### config.mk
export PLATFORM = sky130hd
export DESIGN_NAME = skew_clk_gen
export DESIGN_NICKNAME = d
export VERILOG_FILES = /design/src/rtl/skew_pkg.sv /design/src/rtl/skew_period_ctr.sv /design/src/rtl/skew_ref_line.sv /design/src/rtl/skew_bank.sv /design/src/rtl/skew_clk_gen.sv
export SDC_FILE = /design/constraint.sdc
export NUM_CORES = 1
export LEC_CHECK = 0
export ABC_AREA = 1
export BUFFER_PORTS_ARGS = -buffer_cell sky130_fd_sc_hd__buf_2
export CAP_MARGIN = 20
export CORE_MARGIN = 2
export CORE_UTILIZATION = 35
export DETAILED_ROUTE_END_ITERATION = 10
export PLACE_DENSITY_LB_ADDON = 0.15
export SYNTH_ARGS = -nofsm -noshare
export SYNTH_HDL_FRONTEND = slang
export SYNTH_SLANG_ARGS = --single-unit
### constraint.sdc
create_clock -name clk_i -period 20.3 [get_ports clk_i]
set_input_delay 2.03 -clock clk_i [delete_from_list [all_inputs] [get_ports clk_i]]
set_output_delay 2.03 -clock clk_i [all_outputs]
set_load 0.02 [all_outputs]
### src/rtl/skew_pkg.sv
package skew_pkg;
  typedef enum logic [1:0] {MD_SHIFT, MD_DIV2, MD_DIV4, MD_INV} mode_e;

  typedef struct packed {
    mode_e             mode;
    logic signed [3:0] off;
  } bank_cfg_t;

  localparam int KIND_FINE = 0;
  localparam int KIND_WIDE_DIV4 = 1;
  localparam int KIND_WIDE_INV = 2;

  // 00 low, 01 mid, 10 high, 11 treated as open (mid)
  function automatic int lvl_idx(logic [1:0] code);
    case (code)
      2'b00:   return 0;
      2'b10:   return 2;
      default: return 1;
    endcase
  endfunction

  function automatic bank_cfg_t decode_sel(int kind, logic [3:0] sel);
    bank_cfg_t r;
    int i;
    i = 3 * lvl_idx(sel[3:2]) + lvl_idx(sel[1:0]);
    r.mode = MD_SHIFT;
    r.off  = '0;
    if (kind == KIND_FINE) r.off = 4'(i - 4);
    else if (i == 0) r.mode = MD_DIV2;
    else if (i == 8) r.mode = (kind == KIND_WIDE_DIV4) ? MD_DIV4 : MD_INV;
    else r.off = 4'(2 * (i - 4));
    return r;
  endfunction
endpackage

### src/rtl/skew_period_ctr.sv
module skew_period_ctr #(
  parameter int N_LO  = 44,
  parameter int N_MID = 26,
  parameter int N_HI  = 16,
  parameter int NB    = 4,
  localparam int CW   = $clog2(N_LO + 1)
) (
  input  logic                  clk_i,
  input  logic                  rst_ni,
  input  logic [1:0]            range_i,
  input  logic [NB-1:0][3:0]    sel_i,
  output logic [CW-1:0]         cnt_o,
  output logic [CW-1:0]         n_o,
  output logic [1:0]            pidx_o,
  output logic [NB-1:0][3:0]    sel_q_o
);
  import skew_pkg::*;

  logic [CW-1:0]      cnt, n_cur, n_next;
  logic [1:0]         pidx;
  logic [NB-1:0][3:0] sel_q;
  logic               wrap;

  assign wrap = (cnt == n_cur - CW'(1));

  always_comb begin
    case (lvl_idx(range_i))
      0:       n_next = CW'(N_LO);
      1:       n_next = CW'(N_MID);
      default: n_next = CW'(N_HI);
    endcase
  end

  always_ff @(posedge clk_i or negedge rst_ni) begin
    if (!rst_ni) begin
      cnt   <= '0;
      pidx  <= '0;
      n_cur <= CW'(N_LO);
      sel_q <= {NB{4'b0101}};
    end else if (wrap) begin
      cnt   <= '0;
      pidx  <= pidx + 2'd1;
      n_cur <= n_next;
      sel_q <= sel_i;
    end else begin
      cnt <= cnt + CW'(1);
    end
  end

  assign cnt_o   = cnt;
  assign n_o     = n_cur;
  assign pidx_o  = pidx;
  assign sel_q_o = sel_q;

  p_cnt_bound_r5: assert property (@(posedge clk_i) disable iff (!rst_ni)
    cnt < n_cur);

  p_wrap_zero_r5: assert property (@(posedge clk_i) disable iff (!rst_ni)
    wrap |=> (cnt == '0));

  p_cfg_hold_r8: assert property (@(posedge clk_i) disable iff (!rst_ni)
    !wrap |=> ($stable(sel_q) && $stable(n_cur)));
endmodule

### src/rtl/skew_ref_line.sv
module skew_ref_line #(
  parameter int MAX_OFF = 6,
  localparam int HL     = 2 * MAX_OFF + 1
) (
  input  logic          clk_i,
  input  logic          rst_ni,
  input  logic          ref_i,
  output logic [HL-1:0] hist_o,
  output logic [1:0]    div_o
);
  logic          s1, s2;
  logic [HL-1:0] hist;
  logic [1:0]    div_cnt;
  logic          rise;

  // rising edge seen at the zero-offset tap
  assign rise = hist[MAX_OFF] & ~hist[MAX_OFF+1];

  always_ff @(posedge clk_i or negedge rst_ni) begin
    if (!rst_ni) begin
      s1      <= 1'b0;
      s2      <= 1'b0;
      hist    <= '0;
      div_cnt <= '0;
    end else begin
      s1   <= ref_i;
      s2   <= s1;
      hist <= {hist[HL-2:0], s2};
      if (rise) div_cnt <= div_cnt + 2'd1;
    end
  end

  assign hist_o = hist;
  assign div_o  = ~div_cnt;
endmodule

### src/rtl/skew_bank.sv
module skew_bank #(
  parameter int KIND    = 0,
  parameter int MAX_OFF = 6,
  parameter int CW      = 6,
  localparam int HL     = 2 * MAX_OFF + 1
) (
  input  logic          clk_i,
  input  logic          rst_ni,
  input  logic          byp_i,
  input  logic [CW-1:0] cnt_i,
  input  logic [CW-1:0] n_i,
  input  logic [1:0]    pidx_i,
  input  logic [3:0]    sel_i,
  input  logic [HL-1:0] hist_i,
  input  logic [1:0]    bp_div_i,
  output logic [1:0]    q_o
);
  import skew_pkg::*;

  bank_cfg_t cfg;
  logic      nom, bp, tap_off, tap_zero, out_q;
  int        c, n, k, ph;

  always_comb begin
    cfg = decode_sel(KIND, sel_i);
    c   = int'(cnt_i);
    n   = int'(n_i);
    k   = int'(cfg.off);
    ph  = c - k + n;
    if (ph >= 2 * n) ph = ph - 2 * n;
    else if (ph >= n) ph = ph - n;
    tap_off  = 1'b0;
    tap_zero = hist_i[MAX_OFF];
    for (int j = 0; j < HL; j++)
      if (j == MAX_OFF + k) tap_off = hist_i[j];
    case (cfg.mode)
      MD_DIV2: begin nom = ~pidx_i[0];      bp = bp_div_i[0]; end
      MD_DIV4: begin nom = ~pidx_i[1];      bp = bp_div_i[1]; end
      MD_INV:  begin nom = !(c < n / 2);    bp = ~tap_zero;   end
      default: begin nom = (ph < n / 2);    bp = tap_off;     end
    endcase
  end

  always_ff @(posedge clk_i or negedge rst_ni) begin
    if (!rst_ni) out_q <= 1'b0;
    else         out_q <= byp_i ? bp : nom;
  end

  assign q_o = {2{out_q}};

  p_div_edge_r4: assert property (@(posedge clk_i) disable iff (!rst_ni)
    (!byp_i && !$past(byp_i) && !$past(byp_i, 2) && cfg.mode == MD_DIV2 &&
     $past(cfg.mode) == MD_DIV2 && out_q != $past(out_q)) |-> ($past(cnt_i) == '0));
endmodule

### src/rtl/skew_clk_gen.sv
module skew_clk_gen #(
  parameter int N_LO    = 44,
  parameter int N_MID   = 26,
  parameter int N_HI    = 16,
  parameter int MAX_OFF = 6
) (
  input  logic       clk_i,
  input  logic       rst_ni,
  input  logic [1:0] range_sel_i,
  input  logic [1:0] bypass_sel_i,
  input  logic       ref_clk_i,
  input  logic [3:0] sel_a_i,
  input  logic [3:0] sel_b_i,
  input  logic [3:0] sel_c_i,
  input  logic [3:0] sel_d_i,
  output logic [1:0] q_a_o,
  output logic [1:0] q_b_o,
  output logic [1:0] q_c_o,
  output logic [1:0] q_d_o
);
  import skew_pkg::*;

  localparam int NB = 4;
  localparam int CW = $clog2(N_LO + 1);
  localparam int HL = 2 * MAX_OFF + 1;

  logic [NB-1:0][3:0] sel_in, sel_q;
  logic [CW-1:0]      cnt, n_cur;
  logic [1:0]         pidx;
  logic [HL-1:0]      hist;
  logic [1:0]         bp_div;
  logic               byp_q;
  logic [NB-1:0][1:0] q_all;

  assign sel_in = {sel_d_i, sel_c_i, sel_b_i, sel_a_i};

  always_ff @(posedge clk_i or negedge rst_ni) begin
    if (!rst_ni) byp_q <= 1'b0;
    else         byp_q <= (lvl_idx(bypass_sel_i) != 0);
  end

  skew_period_ctr #(.N_LO(N_LO), .N_MID(N_MID), .N_HI(N_HI), .NB(NB)) i_ctr (
    .clk_i, .rst_ni, .range_i(range_sel_i), .sel_i(sel_in),
    .cnt_o(cnt), .n_o(n_cur), .pidx_o(pidx), .sel_q_o(sel_q)
  );

  skew_ref_line #(.MAX_OFF(MAX_OFF)) i_ref (
    .clk_i, .rst_ni, .ref_i(ref_clk_i), .hist_o(hist), .div_o(bp_div)
  );

  for (genvar g = 0; g < NB; g++) begin : g_bank
    localparam int KIND = (g < 2) ? KIND_FINE : (g == 2) ? KIND_WIDE_DIV4 : KIND_WIDE_INV;
    skew_bank #(.KIND(KIND), .MAX_OFF(MAX_OFF), .CW(CW)) i_bank (
      .clk_i, .rst_ni, .byp_i(byp_q), .cnt_i(cnt), .n_i(n_cur), .pidx_i(pidx),
      .sel_i(sel_q[g]), .hist_i(hist), .bp_div_i(bp_div), .q_o(q_all[g])
    );
  end

  assign q_a_o = q_all[0];
  assign q_b_o = q_all[1];
  assign q_c_o = q_all[2];
  assign q_d_o = q_all[3];
endmodule

After elaboration in Yosys (flattened, before gate mapping) --
Index checks and enable logic that the tools add are counted.
Word-level totals: flip-flop bits (word level) 52, output and inout port bits 8
Cells by class: $add $sub $neg 32, $mul 4, order comparisons 13, eq/ne operators 68, mux-type cells 88, bitwise logic cells 6, reduce and logical (&&, ||, !) cells 19
Operators with widths (number):
- equality test 5 x 32 -> 1 bit, first input constant | 20
- equality test 4 x 32 -> 1 bit, first input constant | 16
- equality test 3 x 32 -> 1 bit, first input constant | 8
- 2-to-1 mux 32 bit | 8
- logical NOT 32 bit | 7
- adder 32 x 7 -> 32 bit | 4
- equality test 2 x 32 -> 1 bit, first input constant | 4
- >= comparator 32 x 7 -> 1 bit | 4
- >= comparator 32 x 8 -> 1 bit | 4
- < comparator 32 x 6 -> 1 bit | 4
- subtractor 32 x 7 -> 32 bit | 4
- subtractor 32 x 8 -> 32 bit | 4
- equality test 32 x 5 -> 1 bit, second input constant | 2
- 2-to-1 mux 1 bit | 56
- one-hot mux 2 bit (2 select lines) | 10
- nonzero test 32 bit | 1
- subtractor 7 x 4 -> 8 bit | 4
- equality test 2 bit, second input constant | 14
- adder 4 x 4 -> 5 bit, first input constant | 4
- logical NOT 2 bit | 10
- multiplier 2 x 2 -> 4 bit, first input constant | 4
- 2-to-1 mux 4 bit | 4
- one-hot mux 1 bit (3 select lines) | 4
- one-hot mux 6 bit (2 select lines) | 1
- 16 further kinds | 29

Longest topological paths before layout --
depth after elaboration 24, gate-level depth with buffers 48, mapped depth without buffers 47

By module --
A second synthesis with hierarchy kept.
Second synthesis, totals: cells, all modules 2087, area total of the unflattened synthesis 12694.7 µm²
By module, submodules not included:
- skew_bank at g_bank[2].i_bank | times used 1, cells each 683, area an instance 3729.8 µm²
- skew_bank at g_bank[3].i_bank | times used 1, cells each 657, area an instance 3653.5 µm²
- skew_bank at g_bank[1].i_bank | times used 1, cells each 265, area an instance 1689.1 µm²
- skew_bank at g_bank[0].i_bank | times used 1, cells each 278, area an instance 1685.4 µm²
- skew_period_ctr | times used 1, cells each 173, area an instance 1431.4 µm²
- skew_ref_line | times used 1, cells each 27, area an instance 469.2 µm²
- skew_clk_gen | times used 1, cells each 4, area an instance 36.3 µm²

Worst setup path after synthesis --
Ideal clock, no wire load.
path kind register to register, start register i_ctr.sel_q, in the netlist i_ctr.sel_q_o[10], end register g_bank[2].i_bank.out_q, arrival 6559 ps, setup slack 13668 ps, cell stages (with the launch flop) 44, clock period less this slack 6632 ps, path through dfstp_2 -> or2_2 -> ha_1 -> ha_1 -> inv_1 -> fa_1 -> nand2_4 -> ha_1 -> nand2_1 -> nand2_1 -> a31oi_1 -> xor2_1 -> ha_1 -> nand2_1 -> inv_1 -> o21ai_0 -> nand3_1 -> nand4_1 -> [8 not listed] -> a21oi_4 -> buf_4 -> nand2_1 -> inv_1 -> a221oi_1 -> ha_1 -> or3b_2 -> a21oi_1 -> nand2_1 -> nor2_1 -> nand2_1 -> nor2_1 -> nand3_1 -> nor2_1 -> nand2_1 -> nand2_1 -> nand2_1 -> a21oi_2
Between the ends: word-level cells in the longest chain between the ends 24, elaborated cells on any way between the ends 54, classes of those cells add/sub: 7; mul: 1; order compare: 3; eq/ne: 17; mux: 23; reduce/logical: 3
RTL lines:
- start: declaration | RTL line skew_period_ctr.sv:21 | logic [NB-1:0][3:0] sel_q;
- start signal: assignment | RTL line skew_period_ctr.sv:39 | sel_q <= {NB{4'b0101}};
- start signal: assignment | RTL line skew_period_ctr.sv:44 | sel_q <= sel_i;
- equality test 2 bit or logical NOT 2 bit (tied branches) | RTL line skew_pkg.sv:15 | case (code)
- one-hot mux 2 bit (2 select lines) * | RTL line skew_pkg.sv:15
- multiplier 2 x 2 -> 4 bit * | RTL line skew_pkg.sv:25 | i = 3 * lvl_idx(sel[3:2]) + lvl_idx(sel[1:0]);
- adder 4 x 2 -> 5 bit * | RTL line skew_pkg.sv:25
- branches (longest 19 deep; another with adder 32 x 7 -> 32 bit)
- 2-to-1 mux 1 bit * | RTL line skew_bank.sv:46 | else out_q <= byp_i ? bp : nom;
- end signal: assignment | RTL line skew_bank.sv:46
- end: declaration | RTL line skew_bank.sv:21 | logic nom, bp, tap_off, tap_zero, out_q;
Every way passes the cells marked *. A chain may end at the register's enable or synchronous reset.

Final worst setup path --
start register i_ctr.sel_q, in the netlist i_ctr.sel_q_o[14], end register g_bank[3].i_bank.out_q
Between the ends: word-level cells in the longest chain between the ends 24, elaborated cells on any way between the ends 54, classes of those cells add/sub: 7; mul: 1; order compare: 3; eq/ne: 17; mux: 23; reduce/logical: 3
RTL lines (RTL line):
- equality test 2 bit or logical NOT 2 bit (tied branches) | skew_pkg.sv:15
- one-hot mux 2 bit (2 select lines) * | skew_pkg.sv:15
- multiplier 2 x 2 -> 4 bit * | skew_pkg.sv:25
- adder 4 x 2 -> 5 bit * | skew_pkg.sv:25
- branches (longest 19 deep; another with adder 32 x 7 -> 32 bit)
- 2-to-1 mux 1 bit * | skew_bank.sv:46
- end signal: assignment | skew_bank.sv:46
- end: declaration | skew_bank.sv:21
Marks and branches as above.

==> results.cfg <==
[setup_path]
max_stage_delay_ps = 610
end_kind = flop
startpoint_type = flop
critPathSlowestCell = a21oi_4
arrival_ps = 8130
worst_ep_required_time_ps = 20530
crit_path_max_fanout = 26
critPathKind = flop to flop
crit_top_cell = nand2_1

[layout]
drive_above_1_share_pct = 9.055
diodes = 0
finish.net_count = 2185
layout_common_cells = 541 x nand2_1, 266 x inv_1, 210 x nor2_1
fill_cells = 3891
areaGrowthSynthToFinish_pct = 4.720
register_area_um2 = 1264
multi_input_area_um2 = 9733
fin_cells = 2454
final_common_cell = nand2_1

[global_routing]
grt_max_degree = 51
antenna_found_initial = 0
grt_pass1_wl_um = 61300
groute.usage.overall_pct = 20.15
grt_overflow = 0
grt_pass1_vias = 11890

[clocking]
clk_latency_ps = 290
cts_root_buffer = clkbuf_16
cts_post_setup_buffers_inserted = 0
cts_max_level = 2
cts_tree = done
cts_inserted_buffers = 5
cts_resized = 0
clk_pin_slew_ps = 70
hold_buffers = 0
clock_sinks = 50
clk_path_buf_depth = 2

[timing]
tns_ps = 0
clock.fmax_mhz = 126.5
finalClockSkew_ps = 5.006
period_minus_slack_ps = 7905
slew_headroom_pct = 35.97
slew_viol_final = 0
post-route-period-util_pct = 38.94
worst_slack_ps = 12390
hold_viol = 0
rsz0062_at_grt = no
worst_pin_slew_ps = 959.4
setup_viol = 0

[floorplanning]
core-area_um2 = 34710
start_util_pct = 35.74
die-area_um2 = 36970
fp.dieH_um = 192.3
io_pins = 31
die_w_um = 192.3
rows = 68

[placed_design]
portBuffers = 30
place_ws_ps = 12300
gp_congestion = 0.9423
post-place-cells = 2446
dp_hpwl_um = 29830

[synthesis]
netlist_area_um2 = 12410
synth_cell_type_count = 67
yosysSeqAreaShare_pct = 10.19
syn_avg_cell_area_um2 = 6.184
synth_ff_type = dfrtp_1
ys_async_sr_fraction_pct = 100.0
ys_ff_latch = 50
yosysWarnings = 0
synth_edf_count = 0
synthCells = 2006
synth_nets = 2193

[route]
avgRoutedWirePerCell_um = 15.01
via_per_inst = 5.163
first_pass_iters = 5
vias = 12670
ant_nets = 0
drt_iter0_drc = 783
totalWireLength_um = 36820
drc_errors = 0

[min_path]
hold_path_class = flop to flop

[run_status]
status = finished clean

[job]
maxCapViolCount = 0
## flip-flops by register name, indices dropped and copies added, names as in the netlist
register / cells
i_ref.div_cnt: 2
g_bank.i_bank.out_q: 4
i_ctr.sel_q_o: 16
byp_q: 1
i_ctr.n_o: 4
i_ref.s1: 1
i_ref.hist_o: 13
i_ctr.pidx_o: 2
i_ctr.cnt_o: 6
i_ref.s2: 1
## path summary, 6_finish.rpt
check / startpoint / to / slack [ps] / depth (start not counted)
setup / recovery: i_ctr.sel_q_o[14]$_DFFE_PN1N_ / g_bank[3].i_bank.out_q$_DFF_PN0_ / 12390 / 39
hold / removal: i_ref.s2$_DFF_PN0_ / i_ref.hist_o[0]$_DFF_PN0_ / 350 / 0
setup reg to reg: i_ctr.sel_q_o[14]$_DFFE_PN1N_ / g_bank[3].i_bank.out_q$_DFF_PN0_ / 12390 / 39
hold reg to reg: i_ref.s2$_DFF_PN0_ / i_ref.hist_o[0]$_DFF_PN0_ / 350 / 0
max in group asynchronous: rst_ni / i_ctr.n_o[1]$_DFFE_PN0N_ / 18030 / 2
min in group asynchronous: rst_ni / i_ctr.sel_q_o[7]$_DFFE_PN0N_ / 1840 / 2
## layer usage
| metal | global-route usage (%) | part of all wire (%) | up-vias |
|---|---|---|---|
| met5 | 0 | 0 | - |
| met4 | 2.554 | 0.93 | 0 |
| met3 | 1.255 | 3.6 | 30 |
| met2 | 32.86 | 45 | 272 |
| met1 | 29.80 | 51 | 5819 |
| li1 | - | - | 6550 |
## cell usage after synthesis, types with 14 or more instances
library cell	count	area share, %
nor3_1	35	1.4
inv_1	266	8.0
dfrtp_1	40	8.1
ha_1	144	15
xnor2_1	31	2.2
nand3_2	15	1.2
nor2_1	210	6.4
o21ai_0	75	3.0
clkbuf_1	18	0.54
xor2_1	60	4.2
nand4_1	51	2.6
nand3_1	156	6.3
nand2_1	541	16
nand2_4	14	1.3
a21oi_1	88	3.6
nand2_2	28	1.4
fa_1	20	3.2
## area by class of cell
class	count	area share [%]
Timing Repair Buffer	35	1.445
Multi-Input combinational cell	1624	74.92
Clock buffer	5	0.9631
Sequential cell	50	9.727
Clock inverter	3	0.3756
Inverter	282	8.186
Tap cell	455	4.382
## through the flow
stage / area (µm²) / utilization (%) / hold slack [ps]
after detailed placement: 12820 / 36.92 / 334.7
after floorplan: 12410 / - / 331.2
final: 12990 / 37.42 / 351.0
after CTS: 12990 / 37.42 / 351.3
after global placement: 12820 / 36.92 / 335.3
after global routing: 12990 / 37.42 / 360.0
## cells by family after synthesis
family,Yosys count,synth area share [%]
buffers and inverters,332,11.36
XOR/XNOR,93,6.868
AO/OA/AOI/OAI,245,11.96
multiplexers,1,0.09077
AND/OR/NAND/NOR,1121,41.79
flip-flops,50,10.19
adder cells (fa/ha/maj),164,17.75
## critical path: cells and delay by family, from the launching register on
family	cells	cell delay, ps
adder cells (fa/ha/maj)	7	2320
AND/OR/NAND/NOR	16	2240
AO/OA/AOI/OAI	10	1920
buffers and inverters	5	810
XOR/XNOR	1	160
flip-flops	1	380
Power is not shown: default switching activity piles up to over one toggle a cycle in this logic, so the estimate is an artifact.
